## src/rtl/fqf_pkg.sv

```systemverilog
`timescale 1ns/1ps
package fqf_pkg;

  localparam int NUM_SW = 3;
  localparam int SW_Q1  = 0;
  localparam int SW_Q2  = 1;
  localparam int SW_Q3  = 2;

  typedef enum logic [1:0] {
    MODE_FWD_POS = 2'd0,
    MODE_REV_POS = 2'd1,
    MODE_FWD_NEG = 2'd2,
    MODE_REV_NEG = 2'd3
  } fq_mode_e;

  typedef enum logic [2:0] {
    ST_IDLE = 3'd0,
    ST_PWM  = 3'd1,
    ST_HOLD = 3'd2,
    ST_DEAD = 3'd3,
    ST_RECT = 3'd4
  } fq_state_e;

  typedef struct packed {
    logic [NUM_SW-1:0] pwm_sel;
    logic [NUM_SW-1:0] rect_sel;
  } fq_route_t;

  function automatic fq_mode_e decode_mode(input logic cur_n, input logic ref_n);
    fq_mode_e m;
    case ({cur_n, ref_n})
      2'b00:   m = MODE_FWD_POS;
      2'b10:   m = MODE_REV_POS;
      2'b11:   m = MODE_FWD_NEG;
      default: m = MODE_REV_NEG;
    endcase
    return m;
  endfunction

  function automatic fq_route_t route_of(input fq_mode_e m);
    fq_route_t r;
    r = '0;
    case (m)
      MODE_FWD_POS: begin
        r.pwm_sel[SW_Q1]  = 1'b1;
        r.rect_sel[SW_Q2] = 1'b1;
      end
      MODE_REV_POS: r.pwm_sel[SW_Q3] = 1'b1;
      MODE_FWD_NEG: begin
        r.pwm_sel[SW_Q1]  = 1'b1;
        r.rect_sel[SW_Q3] = 1'b1;
      end
      default:      r.pwm_sel[SW_Q2] = 1'b1;
    endcase
    return r;
  endfunction

endpackage

```

## src/rtl/fqf_edge_det.sv

```systemverilog
`timescale 1ns/1ps
module fqf_edge_det (
  input  logic clk,
  input  logic rst_n,
  input  logic level_in,
  output logic rise_o,
  output logic fall_o
);

  logic level_q;

  always_ff @(posedge clk or negedge rst_n) begin
    if (!rst_n) level_q <= 1'b0;
    else        level_q <= level_in;
  end

  assign rise_o = level_in & ~level_q;
  assign fall_o = ~level_in & level_q;

endmodule

```

## src/rtl/fqf_mode_latch.sv

```systemverilog
`timescale 1ns/1ps
module fqf_mode_latch
  import fqf_pkg::*;
(
  input  logic     clk,
  input  logic     rst_n,
  input  logic     load_i,
  input  logic     cur_neg_i,
  input  logic     ref_neg_i,
  output fq_mode_e mode_o,
  output logic     ref_neg_o
);

  fq_mode_e mode_q;
  logic     ref_q;

  always_ff @(posedge clk or negedge rst_n) begin
    if (!rst_n) begin
      mode_q <= MODE_FWD_POS;
      ref_q  <= 1'b0;
    end else if (load_i) begin
      mode_q <= decode_mode(cur_neg_i, ref_neg_i);
      ref_q  <= ref_neg_i;
    end
  end

  assign mode_o    = mode_q;
  assign ref_neg_o = ref_q;

endmodule

```

## src/rtl/fqf_phase_fsm.sv

```systemverilog
`timescale 1ns/1ps
module fqf_phase_fsm
  import fqf_pkg::*;
#(
  parameter int DEAD_CYC = 4
) (
  input  logic clk,
  input  logic rst_n,
  input  logic enable_i,
  input  logic period_start_i,
  input  logic rect_start_i,
  input  logic pwm_cmp_i,
  input  logic rect_end_i,
  output logic load_o,
  output logic pwm_on_o,
  output logic rect_on_o
);

  localparam int CW = (DEAD_CYC < 2) ? 1 : $clog2(DEAD_CYC + 1);
  localparam logic [CW-1:0] CNT_MAX = CW'(DEAD_CYC);
  localparam logic [CW-1:0] DONE_AT = CW'(DEAD_CYC - 1);

  fq_state_e st_q, st_d;
  logic [CW-1:0] gap_q;
  logic dead_done;

  assign dead_done = (gap_q >= DONE_AT);

  always_comb begin
    st_d = st_q;
    if (!enable_i) begin
      st_d = ST_IDLE;
    end else if (period_start_i) begin
      st_d = ST_PWM;
    end else begin
      case (st_q)
        ST_IDLE: st_d = ST_IDLE;
        ST_PWM: begin
          if (rect_start_i)    st_d = ST_DEAD;
          else if (!pwm_cmp_i) st_d = ST_HOLD;
        end
        ST_HOLD: begin
          if (rect_start_i) st_d = dead_done ? ST_RECT : ST_DEAD;
        end
        ST_DEAD: begin
          if (dead_done) st_d = ST_RECT;
        end
        ST_RECT: begin
          if (rect_end_i) st_d = ST_IDLE;
        end
        default: st_d = ST_IDLE;
      endcase
    end
  end

  always_ff @(posedge clk or negedge rst_n) begin
    if (!rst_n) st_q <= ST_IDLE;
    else        st_q <= st_d;
  end

  // gap counter: cycles since the PWM gate went off
  always_ff @(posedge clk or negedge rst_n) begin
    if (!rst_n) begin
      gap_q <= '0;
    end else if (st_q == ST_HOLD || st_q == ST_DEAD) begin
      if (gap_q < CNT_MAX) gap_q <= gap_q + 1'b1;
    end else begin
      gap_q <= '0;
    end
  end

  assign load_o    = enable_i & period_start_i;
  assign pwm_on_o  = (st_q == ST_PWM);
  assign rect_on_o = (st_q == ST_RECT);

endmodule

```

## src/rtl/fqf_gate_route.sv

```systemverilog
`timescale 1ns/1ps
module fqf_gate_route
  import fqf_pkg::*;
(
  input  fq_mode_e          mode_i,
  input  logic              pwm_on_i,
  input  logic              rect_on_i,
  input  logic              enable_i,
  output logic [NUM_SW-1:0] gate_o
);

  fq_route_t sel;
  assign sel = route_of(mode_i);

  for (genvar g = 0; g < NUM_SW; g++) begin : g_sw
    assign gate_o[g] = enable_i &
                       ((pwm_on_i & sel.pwm_sel[g]) | (rect_on_i & sel.rect_sel[g]));
  end

endmodule

```

## src/rtl/flyback_quad_seq.sv

```systemverilog
`timescale 1ns/1ps
module flyback_quad_seq
  import fqf_pkg::*;
#(
  parameter int DEAD_CYC = 4
) (
  input  logic       clk,
  input  logic       rst_n,
  input  logic       enable,
  input  logic       sw_clk,
  input  logic       pwm_cmp,
  input  logic       cur_neg,
  input  logic       ref_neg,
  input  logic       rect_end,
  output logic       gate_q1,
  output logic       gate_q2,
  output logic       gate_q3,
  output logic [1:0] mode_code,
  output logic       phase_rev
);

  logic sw_rise, sw_fall, load, pwm_on, rect_on;
  fq_mode_e mode;
  logic [NUM_SW-1:0] gates;

  fqf_edge_det u_edge (
    .clk      (clk),
    .rst_n    (rst_n),
    .level_in (sw_clk),
    .rise_o   (sw_rise),
    .fall_o   (sw_fall)
  );

  fqf_phase_fsm #(.DEAD_CYC(DEAD_CYC)) u_fsm (
    .clk            (clk),
    .rst_n          (rst_n),
    .enable_i       (enable),
    .period_start_i (sw_fall),
    .rect_start_i   (sw_rise),
    .pwm_cmp_i      (pwm_cmp),
    .rect_end_i     (rect_end),
    .load_o         (load),
    .pwm_on_o       (pwm_on),
    .rect_on_o      (rect_on)
  );

  fqf_mode_latch u_mode (
    .clk       (clk),
    .rst_n     (rst_n),
    .load_i    (load),
    .cur_neg_i (cur_neg),
    .ref_neg_i (ref_neg),
    .mode_o    (mode),
    .ref_neg_o (phase_rev)
  );

  fqf_gate_route u_route (
    .mode_i    (mode),
    .pwm_on_i  (pwm_on),
    .rect_on_i (rect_on),
    .enable_i  (enable),
    .gate_o    (gates)
  );

  assign gate_q1   = gates[SW_Q1];
  assign gate_q2   = gates[SW_Q2];
  assign gate_q3   = gates[SW_Q3];
  assign mode_code = mode;

endmodule

```

## config.mk

```make
export PLATFORM = sky130hd
export DESIGN_NAME = flyback_quad_seq
export DESIGN_NICKNAME = d
export VERILOG_FILES = /design/src/rtl/fqf_pkg.sv /design/src/rtl/fqf_edge_det.sv /design/src/rtl/fqf_mode_latch.sv /design/src/rtl/fqf_phase_fsm.sv /design/src/rtl/fqf_gate_route.sv /design/src/rtl/flyback_quad_seq.sv
export SDC_FILE = /design/constraint.sdc
export NUM_CORES = 1
export LEC_CHECK = 0
export ABC_AREA = 1
export BUFFER_PORTS_ARGS = -buffer_cell sky130_fd_sc_hd__buf_2
export CORE_ASPECT_RATIO = 0.75
export CORE_MARGIN = 1.5
export CORE_UTILIZATION = 40
export CTS_CLUSTER_SIZE = 40
export DETAILED_ROUTE_END_ITERATION = 8
export PLACE_DENSITY = 0.76
export SLEW_MARGIN = 10
export SYNTH_ARGS = -nofsm -noshare
export SYNTH_HDL_FRONTEND = slang
export SYNTH_SLANG_ARGS = --single-unit
```

## constraint.sdc

```tcl
create_clock -name clk -period 1.3 [get_ports clk]
set_input_delay 0.13 -clock clk [delete_from_list [all_inputs] [get_ports clk]]
set_output_delay 0.13 -clock clk [all_outputs]
set_load 0.05 [all_outputs]
```

==> impl_metrics.csv, run 1 <==
group,metric,value,unit
setup_path,start_kind,"register",
run_status,outcome,"finished with violations",
sta,worst_pin_slew,0.2763,ns
power_and_ir_drop,p_leak,0.5242,nW
synth,synth_warnings,0,
die,initial_core_util,44.74,%
synth,ys_seq_elements,10,
sta,slew_headroom,81.52,%
clock_tree,htree_levels,1,
sta,period_share,120.2,%
detailed_routing,wl_per_cell,11.99,um
layout,area_growth,55.15,%
synth,syn_inst,93,
synth,synth_area_per_cell,7.440,sq um
min_path,worstHoldStart,"ref_neg",
die,core-area,1546,sq um
synth,synth_area_leader_cell,"dfrtp_1",
power_and_ir_drop,power_density,739.8,nW/um^2
detailed_routing,drt_pass1_iterations,4,
sta,setup_violations,6,
synth,synth.top_cell.area_share,36.17,%
global_route,antenna_found_initial,0,
power_and_ir_drop,vdd_drop_max,0.4931,mV
layout,nets,143,
setup_path,crit_type,"register to output pin",
setup_path,cp_max_fo,4,
clock_tree,numCtsBuffers,3,
detailed_routing,drt-initial-drc-count,8,
sta,max_freq,0.6401,GHz
clock_tree,cts_tree,"built",
die,die_x,51.03,um
synth,syn_nets,107,
synth,seq_area_frac_synth,36.17,%
sta,hold_viol_final,0,
power_and_ir_drop,p_total,794.2,uW
layout,final_layout_size_suffix_gt1_share,46.88,%
detailed_routing,drt-total-wl,1786,um
clock_tree,cts_sinks,10,
min_path,hold_end,"u_mode.ref_neg_o$_DFFE_PN0P_",
clock_tree,cts-root-buf,"clkbuf_4",
detailed_routing,viasPerCell,4.651,
layout,antenna_cells,0,
global_route,grt_max_degree,11,
placed_design,dp_hpwl,1273,um
setup_path,r2r_slack,-0.20,ns
run,maxCapViolCount,0,
detailed_routing,drc_errors,0,
die,pin_count,14,
run_status,failed_checks,"setup timing",
setup_path,arrival,1.43,ns
sta,tns,-1.250,ns
layout,final_cell_mix,"22 x nand2_1, 16 x buf_4, 11 x inv_1",
sta,worst_slack,-0.2621,ns
setup_path,worstReg2RegStart,"u_fsm.st_q[2]$_DFFE_PN0P_",
min_path,holdPathStages,2,
synth,synth_area,691.9,sq um
synth,synthDistinctLibCells,21,
layout,final_common_cell,"nand2_1",
global_route,grt_pass1_wl,2732,um
synth,synthTopCellsByArea,"dfrtp_1 36%, nand2_1 13%, ha_1 11%, inv_1 6.0%, a21oi_1 5.1%",
min_path,hold_class,"input pin to register",
die,rows,12,
die,die_area,1991,sq um
sta,min_period,1.562,ns
detailed_routing,ant_nets,0,
setup_path,crit_required,1.17,ns
clock_tree,clkTransAtPathRegs,0.06,ns
sta,slew_viol_final,0,
die,dieHeight,39.02,um
sta,fin_worst_skew,0.007257,ns
setup_path,timing.rr.end,"u_fsm.st_q[2]$_DFFE_PN0P_",
placed_design,portBuffers,13,
detailed_routing,vias,693,
clock_tree,cts_buffer_depth,2,
setup_path,worstSetupEndpointType,"output pin",
global_route,overflow,0,
clock_tree,insertion_delay,0.26,ns
setup_path,worst_r2r_path_depth,8,
placed_design,gp_congestion,0.8394,
global_route,grt_pass1_vias,630,
sta,rsz0062_at_grt,"yes",
global_route,grt_use_total,20.74,%
[kinds of logic (layout without fill, tap and decap cells)]
kind of cell / after synthesis / in the layout / share of synthesized area (%)
simple gates: 50 / 50 / 33.64
buf+inv: 15 / 50 / 9.222
xor+xnor: 1 / 1 / 1.266
fa+ha+maj: 6 / 6 / 10.85
compound gates: 10 / 10 / 7.232
flops: 10 / 10 / 36.17
mux: 1 / 1 / 1.627
[critical path, cell delays in order (launching register included)]
cell     delay [ns]
dfrtp_1        0.39
inv_2          0.10
nand2_2        0.07
nor2_4         0.14
inv_1          0.12
nor3_4         0.16
buf_6          0.18
[metrics by stage]
step | hold WS [ns] | setup WS (ns) | util [%] | cell area, sq um | instances
4_1_cts | 0.1450 | -0.2280 | 66.75 | 1032 | 147
3_5_place_dp | 0.004749 | -0.1127 | 57.44 | 888.4 | 136
3_3_place_gp | 0.001252 | -0.06058 | 57.44 | 888.4 | 136
6_report | 0.1514 | -0.2621 | 69.42 | 1074 | 149
2_1_floorplan | -0.1656 | -0.03466 | - | 733.2 | 93
5_1_grt | 0.1573 | -0.3257 | 69.42 | 1074 | 149
[power breakdown]
| part | switching [mW] | total, mW | internal (mW) | leakage (nW) |
|---|---|---|---|---|
| combinational | 0.145 | 0.213 | 0.0687 | 0.383 |
| clock | 0.0994 | 0.218 | 0.118 | 0.0150 |
| sequential | 0.0290 | 0.363 | 0.334 | 0.126 |
[flip-flops by register name, indices dropped and copies added (netlist names)]
signal and cells:
u_fsm.gap_q 3, u_fsm.st_q 3, u_edge.level_q 1, u_mode.ref_neg_o 1, u_mode.mode_o 2
[timing repair]
action	CTS	global route
pin swaps	9	8
hold buffers	2	0
hold endpoints to repair	11	0
resized for setup	15	6
endpoints found under the setup margin	6	6
gates cloned	0	0
buffers inserted	5	3
[cell usage after synthesis (all sizes together)]
master	count
nand2	28
inv	14
nor2	11
dfrtp	10
a21oi	7
ha	6
nand3	4
nor3	3
o21ai	3
nand4	2
buf	1
mux2	1
nand3b	1
or2	1
xor2	1
[how the worst max path moves through the flow]
| stage | start | to | slack, ns | cells after the start |
|---|---|---|---|---|
| floorplan | u_fsm.gap_q[0]$_DFFE_PN0P_ | u_fsm.st_q[0]$_DFFE_PN0P_ | -0.03 | 10 |
| global placement | u_fsm.gap_q[1]$_DFFE_PN0P_ | u_fsm.st_q[1]$_DFFE_PN0P_ | -0.06 | 10 |
| detailed placement | u_fsm.gap_q[1]$_DFFE_PN0P_ | u_fsm.st_q[0]$_DFFE_PN0P_ | -0.11 | 10 |
| CTS | u_fsm.st_q[2]$_DFFE_PN0P_ | gate_q2 | -0.23 | 6 |
| global route | u_fsm.st_q[2]$_DFFE_PN0P_ | gate_q1 | -0.33 | 6 |
| finish | u_fsm.st_q[2]$_DFFE_PN0P_ | gate_q1 | -0.26 | 6 |
[final cells by class]
cell class                 instances  area, sq um
fill                             129        473.0
sequential                        10        254.0
inverter                          14        52.55
tap                               21        26.28
timing repair buffer              32        235.2
multi-input combinational         68        479.2
clock buffer                       4        26.28
[layer usage]
layer / vias to the layer above / wire [um] / track usage, %
li1: 368 / - / -
met1: 311 / 765 / 22.49
met2: 12 / 931 / 38.31
met3: 2 / 67 / 7.364
met4: 0 / 21 / 6.757
met5: - / 0 / 0
Note: power is estimated with default switching activity, not from simulation.
==> run 2: changes to the inputs <==
--- a/config.mk
+++ b/config.mk
@@ -5,14 +5,13 @@
 export SDC_FILE = /design/constraint.sdc
 export NUM_CORES = 1
 export LEC_CHECK = 0
-export ABC_AREA = 1
 export BUFFER_PORTS_ARGS = -buffer_cell sky130_fd_sc_hd__buf_2
-export CORE_ASPECT_RATIO = 0.75
 export CORE_MARGIN = 1.5
 export CORE_UTILIZATION = 40
 export CTS_CLUSTER_SIZE = 40
 export DETAILED_ROUTE_END_ITERATION = 8
 export PLACE_DENSITY = 0.76
+export RECOVER_POWER = 25
 export SLEW_MARGIN = 10
 export SYNTH_ARGS = -nofsm -noshare
 export SYNTH_HDL_FRONTEND = slang
==> run 2 against run 1 <==
- the flow still finishes with violations (setup timing)
- die area fell by 6.2%
- first-iteration DRC count rose by 13%
- global-route usage fell by 1.4 points
- total power rose by 24%
- routed wire length fell by 3.6%
- synthesized area fell by 6.5%
- synthesized cell count fell by 29%
- critical path type unchanged
==> impl_metrics.csv, run 2 <==
group,metric,value,unit
power_and_ir_drop,p_total,982.5,uW
die,pin_count,14,
setup_path,r2r_slack,-0.23,ns
global_route,overflow,0,
detailed_routing,wl_met2,959,um
setup_path,path_buf_inv,2,
power_and_ir_drop,swShare,34.61,%
detailed_routing,drt-total-wl,1722,um
die,core-area,1506,sq um
synth,synth_top_flop_cell,"dfrtp_1",
synth,synth_compound_area_share,17.02,%
min_path,hold_end,"u_mode.ref_neg_o$_DFFE_PN0P_",
synth,synthAdderAreaFrac,11.61,%
synth,synth_area,646.9,sq um
synth,synthTopCellsByArea,"dfrtp_1 39%, ha_1 12%, inv_1 5.2%, a311o_1 4.6%, nor4bb_1 4.6%",
sta,worst_pin_slew,0.5515,ns
sta,setup_violations,6,
layout,antenna_cells,0,
placed_design,dp_hpwl,1051,um
setup_path,timing.rr.end,"u_fsm.st_q[0]$_DFFE_PN0P_",
die,die_x,43.22,um
synth,synthArstFlopShare,100.0,%
setup_path,worstReg2RegStart,"u_fsm.st_q[2]$_DFFE_PN0P_",
detailed_routing,wl_met3,42,um
placed_design,portBuffers,13,
setup_path,crit_slowest_cell,"dfrtp_1",
synth,synth.top_cell.area_share,38.68,%
clock_tree,numCtsBuffers,3,
clock_tree,htree_levels,1,
sta,rsz0062_at_grt,"yes",
die,initial_core_util,42.94,%
synth,synth_top_family_by_area,"simple AND/OR/NAND/NOR gates",
power_and_ir_drop,pwr-share-clk,29.5,%
synth,synth_xor_area_share,1.354,%
power_and_ir_drop,vdd_drop_max,0.6688,mV
setup_path,cp_max_fo,8,
sta,fin_worst_skew,0.004020,ns
placed_design,placed_area,842.1,sq um
setup_path,arrival,1.45,ns
sta,slew_headroom,63.23,%
sta,holdWs,0.1340,ns
layout,final_cell_mix,"13 x buf_4, 9 x inv_1, 9 x buf_2",
setup_path,path_cells,"buf_6, nor3b_4, a21oi_2, nor2_4, buf_8",
setup_path,start_kind,"register",
synth,synth_simple_gate_area_share,20.89,%
run_status,failed_checks,"setup timing",
detailed_routing,wl_per_cell,15.11,um
placed_design,gp_congestion,0.8427,
setup_path,crit_type,"register to output pin",
setup_path,crit_family,"flip-flops",
detailed_routing,viasPerCell,5.447,
setup_path,crit_required,1.17,ns
min_path,hold_class,"input pin to register",
clock_tree,clkTransAtPathRegs,0.06,ns
synth,synth_warnings,0,
clock_tree,insertion_delay,0.28,ns
die,rows,14,
synth,syn_nets,80,
detailed_routing,drt-initial-drc-count,9,
synth,seq_area_frac_synth,38.68,%
power_and_ir_drop,p_seq_share,37.9,%
sta,slew_viol_final,0,
sta,period_share,121.2,%
sta,worst_slack,-0.2757,ns
setup_path,cp_slowest_stage_delay,0.40,ns
global_route,antenna_found_initial,0,
die,die_area,1868,sq um
clock_tree,cts_tree,"built",
min_path,worstHoldStart,"ref_neg",
die,dieHeight,43.22,um
sta,tns,-1.437,ns
global_route,grt_pass1_vias,617,
run,maxCapViolCount,0,
global_route,grt_max_degree,11,
power_and_ir_drop,internal_power,642.4,uW
sta,max_freq,0.6346,GHz
synth,syn_inst,66,
synth,synth.most_common_cell,"dfrtp_1",
run_status,outcome,"finished with violations",
layout,final_common_cell,"buf_4",
synth,ys_seq_elements,10,
detailed_routing,drt_pass1_iterations,4,
detailed_routing,drc_errors,0,
setup_path,worst_r2r_path_depth,6,
power_and_ir_drop,combPwrFrac,32.6,%
synth,synthDistinctLibCells,24,
clock_tree,cts_buffer_depth,2,
sta,hold_viol_final,0,
detailed_routing,top_layer,"met4",
power_and_ir_drop,power_density,907.8,nW/um^2
clock_tree,cts_sinks,10,
layout,area_growth,67.31,%
detailed_routing,vias,621,
synth,synth_area_leader_cell,"dfrtp_1",
power_and_ir_drop,p_leak,0.4932,nW
synth,synth_edf_count,0,
layout,final_area,1082,sq um
synth,muxShareOfSynthArea,3.288,%
synth,synth_area_per_cell,9.801,sq um
detailed_routing,ant_nets,0,
detailed_routing,met1_length,689,um
power_and_ir_drop,p_switching,340.1,uW
sta,min_period,1.576,ns
global_route,grt_pass1_wl,2594,um
layout,nets,113,
synth,synth_common_cells,"10 x dfrtp_1, 9 x inv_1, 6 x ha_1",
setup_path,worstSetupEndpointType,"output pin",
min_path,holdPathStages,2,
layout,final_layout_size_suffix_gt1_share,54.08,%
clock_tree,cts-root-buf,"clkbuf_4",
layout,num-fill-cells,114,
global_route,grt_use_total,19.32,%
run 2: changes by cell type after synthesis, moves of 3 or more:
cell,change
inv_2,-3
nor3b_1,+3
a311o_1,+3
nor2_1,-4
nand2_2,-4
nor4bb_1,+3
a21oi_1,-3
nand3_1,-4
nand2_1,-22
run 2: timing repair:
| item | in CTS | in global routing |
|---|---|---|
| hold buffers | 2 | 0 |
| pin swaps | 5 | 6 |
| resized for setup | 15 | 14 |
| setup endpoints to repair | 6 | 6 |
| setup buffers | 2 | 3 |
| hold endpoints to repair | 11 | 0 |
run 2: area by class of cell:
type                    count  area [sq um]  share of cell area (%)
flip-flops and latches     10         252.7                   23.35
well taps                  16         20.02                   1.850
multi-input cells          44         498.0                   46.01
inverters                   9         33.78                   3.121
repair buffers             31         241.5                   22.31
clock buffers               4         36.28                   3.353
run 2: how the worst max path moves through the flow:
stage / start / to / slack, ns / cells after the start
finish: u_fsm.st_q[0]$_DFFE_PN0P_ / gate_q2 / -0.28 / 5
detailed placement: u_fsm.gap_q[0]$_DFFE_PN0P_ / u_fsm.st_q[1]$_DFFE_PN0P_ / -0.20 / 5
global placement: u_fsm.gap_q[0]$_DFFE_PN0P_ / u_fsm.st_q[1]$_DFFE_PN0P_ / -0.16 / 5
CTS: u_fsm.st_q[2]$_DFFE_PN0P_ / gate_q3 / -0.27 / 5
floorplan: u_fsm.gap_q[0]$_DFFE_PN0P_ / u_fsm.st_q[1]$_DFFE_PN0P_ / -0.12 / 5
global route: u_fsm.st_q[2]$_DFFE_PN0P_ / gate_q1 / -0.36 / 3
run 2: stage by stage:
| stage | setup slack (ns) | util, % | instances |
|---|---|---|---|
| CTS | -0.2727 | 65.61 | 111 |
| global placement | -0.1611 | 55.90 | 103 |
| detailed placement | -0.1964 | 55.90 | 103 |
| floorplan | -0.1231 | - | 66 |
| finish | -0.2757 | 71.84 | 114 |
| global route | -0.3588 | 71.84 | 114 |
run 2: cell families after synthesis:
logic type                 Yosys count
and+or+nand+nor                     21
AOI/OAI and AO/OA                   14
buffers and inverters               12
DFF                                 10
adders and majority gates            6
muxes                                2
xor gates and xnor gates             1
run 2: power by group through the flow:
| stage | Sequential [mW] | Clock, mW | Combinational, mW |
|---|---|---|---|
| after floorplan | 0.431 | 0 | 0.111 |
| after global placement | 0.368 | 0 | 0.257 |
| after detailed placement | 0.369 | 0 | 0.262 |
| after CTS | 0.366 | 0.298 | 0.291 |
| after global routing | 0.375 | 0.318 | 0.342 |
| final | 0.372 | 0.290 | 0.320 |
run 2: worst reg2reg max path, stage by stage, from the launching register on:
cell and delay [ns]:
dfrtp_1 0.42, buf_6 0.15, buf_4 0.13, buf_6 0.12, nor4b_4 0.13, a311o_1 0.27, o211a_1 0.20
run 2: metal layers:
metal	vias up	GRT usage, %
li1	299	-
met3	3	2.553
met4	0	13.33
met5	-	0
met2	10	31.34
met1	309	23.26
==> run 3: changes to the inputs <==
--- a/config.mk
+++ b/config.mk
@@ -11,7 +11,6 @@
 export CTS_CLUSTER_SIZE = 40
 export DETAILED_ROUTE_END_ITERATION = 8
 export PLACE_DENSITY = 0.76
-export RECOVER_POWER = 25
 export SLEW_MARGIN = 10
 export SYNTH_ARGS = -nofsm -noshare
 export SYNTH_HDL_FRONTEND = slang
==> run 3 against run 2 <==
- the run still ends with setup timing left
- non-clock buffer count stayed put
- flip-flop and latch count unchanged
- via count did not move
- critical endpoint unchanged
- cell count unchanged
- largest cell class unchanged
- register-to-register slack barely moved
==> impl_metrics.csv, run 3 (synthesis results as in run 2) <==
group,metric,value,unit
run_status,outcome,"finished with violations",
layout,fin_cells,114,
detailed_routing,drc_errors,0,
power_and_ir_drop,internal_power,642.9,uW
detailed_routing,vias,621,
layout,regArea,252.7,sq um
power_and_ir_drop,p_switching,340.0,uW
global_route,grt_max_degree,11,
clock_tree,cts_sinks,10,
layout,nets,113,
layout,final_layout_size_suffix_gt1_share,55.10,%
sta,min_period,1.575,ns
placed_design,gp_congestion,0.8427,
power_and_ir_drop,vdd_drop_max,0.6688,mV
detailed_routing,ant_nets,0,
sta,fin_worst_skew,0.004020,ns
layout,num-fill-cells,114,
global_route,antenna_found_initial,0,
clock_tree,cts-root-buf,"clkbuf_4",
layout,multiInputGateArea,498.0,sq um
sta,hold_viol_final,0,
sta,slew_viol_final,0,
placed_design,dp_hpwl,1051,um
detailed_routing,drt-initial-drc-count,12,
layout,final_cell_mix,"13 x buf_4, 10 x buf_2, 9 x inv_1",
power_and_ir_drop,p_seq_share,37.9,%
global_route,grt_pass1_wl,2594,um
setup_path,arrival,1.45,ns
setup_path,start_kind,"register",
setup_path,worst_r2r_path_depth,6,
die,rows,14,
die,core-area,1506,sq um
die,initial_core_util,42.94,%
power_and_ir_drop,combPwrFrac,32.6,%
setup_path,crit_type,"register to output pin",
die,die_area,1868,sq um
setup_path,crit_required,1.17,ns
sta,worst_pin_slew,0.3072,ns
layout,final_common_cell,"buf_4",
layout,antenna_cells,0,
run,maxCapViolCount,0,
placed_design,portBuffers,13,
min_path,holdPathStages,2,
clock_tree,cts_tree,"built",
clock_tree,htree_levels,1,
layout,area_growth,67.51,%
power_and_ir_drop,power_density,907.1,nW/um^2
clock_tree,numCtsBuffers,3,
die,pin_count,14,
run_status,failed_checks,"setup timing",
min_path,hold_class,"input pin to register",
sta,holdWs,0.1340,ns
sta,period_share,121.2,%
clock_tree,insertion_delay,0.28,ns
global_route,overflow,0,
sta,setup_violations,6,
placed_design,place_inst,103,
sta,max_freq,0.6348,GHz
die,dieHeight,43.22,um
power_and_ir_drop,p_leak,0.4960,nW
die,die_x,43.22,um
detailed_routing,drt-total-wl,1722,um
detailed_routing,viasPerCell,5.447,
detailed_routing,wl_per_cell,15.11,um
global_route,grt_use_total,19.32,%
clock_tree,cts_buffer_depth,2,
power_and_ir_drop,swShare,34.59,%
setup_path,cp_max_fo,8,
sta,rsz0062_at_grt,"yes",
setup_path,worstSetupEndpointType,"output pin",
clock_tree,clkTransAtPathRegs,0.06,ns
sta,worst_slack,-0.2754,ns
power_and_ir_drop,pwr-share-clk,29.5,%
detailed_routing,drt_pass1_iterations,4,
global_route,grt_pass1_vias,617,
sta,slew_headroom,79.24,%
[run 3: through the flow]
step	utilization (%)	TNS (ns)	instance area (sq um)	total power [mW]	setup slack [ns]
final	71.93	-1.437	1084	0.9829	-0.2754
after global routing	71.93	-1.788	1084	1.035	-0.3588
after CTS	65.61	-1.152	988.4	0.9544	-0.2727
after detailed placement	55.90	-0.5779	842.1	0.6310	-0.1964
after global placement	55.90	-0.4630	842.1	0.6243	-0.1611
after floorplan	-	-0.2875	688.2	0.5420	-0.1231
[run 3: path summary, 6_finish.rpt]
path | startpoint | endpoint | slack (ns)
worst max-delay path | u_fsm.st_q[0]$_DFFE_PN0P_ | gate_q2 | -0.28
worst min-delay path | ref_neg | u_mode.ref_neg_o$_DFFE_PN0P_ | 0.13
worst max register to register | u_fsm.st_q[2]$_DFFE_PN0P_ | u_fsm.st_q[0]$_DFFE_PN0P_ | -0.23
worst min register to register | u_mode.ref_neg_o$_DFFE_PN0P_ | u_mode.ref_neg_o$_DFFE_PN0P_ | 0.51
max in group asynchronous | rst_n | u_mode.mode_o[0]$_DFFE_PN0P_ | 0.85
min in group asynchronous | rst_n | u_fsm.st_q[2]$_DFFE_PN0P_ | 0.24
[run 3: what timing repair did]
action                                  CTS  global route
gates cloned                              0             0
resized for setup                        15            14
endpoints found under the hold margin    11             0
pin swaps                                 5             6
hold buffers                              2             0
setup buffers                             2             3
endpoints found under the setup margin    6             6
[run 3: area by class of cell]
type	count	share of cell area, %
Inverter	9	3.118
Tap cell	16	1.848
Timing Repair Buffer	31	22.40
Sequential cell	10	23.33
Multi-Input combinational cell	44	45.96
Clock buffer	4	3.349
[run 3: metal layers]
layer,routed length [um],GRT usage (%)
met4,31,13.33
met3,42,2.553
met5,0,0
met1,692,23.26
met2,956,31.34
[run 3: worst max-delay path, cell delays in order (launching register included)]
cell     delay [ns]
dfrtp_1        0.40
buf_6          0.15
nor3b_4        0.25
a21oi_2        0.11
nor2_4         0.11
buf_8          0.15
[run 3: power by group through the flow]
stage | clock (mW) | sequential (mW) | combinational [mW]
2_1_floorplan | 0 | 0.431 | 0.111
3_3_place_gp | 0 | 0.368 | 0.257
3_5_place_dp | 0 | 0.369 | 0.262
4_1_cts | 0.298 | 0.366 | 0.291
5_1_grt | 0.318 | 0.375 | 0.342
6_report | 0.290 | 0.372 | 0.320
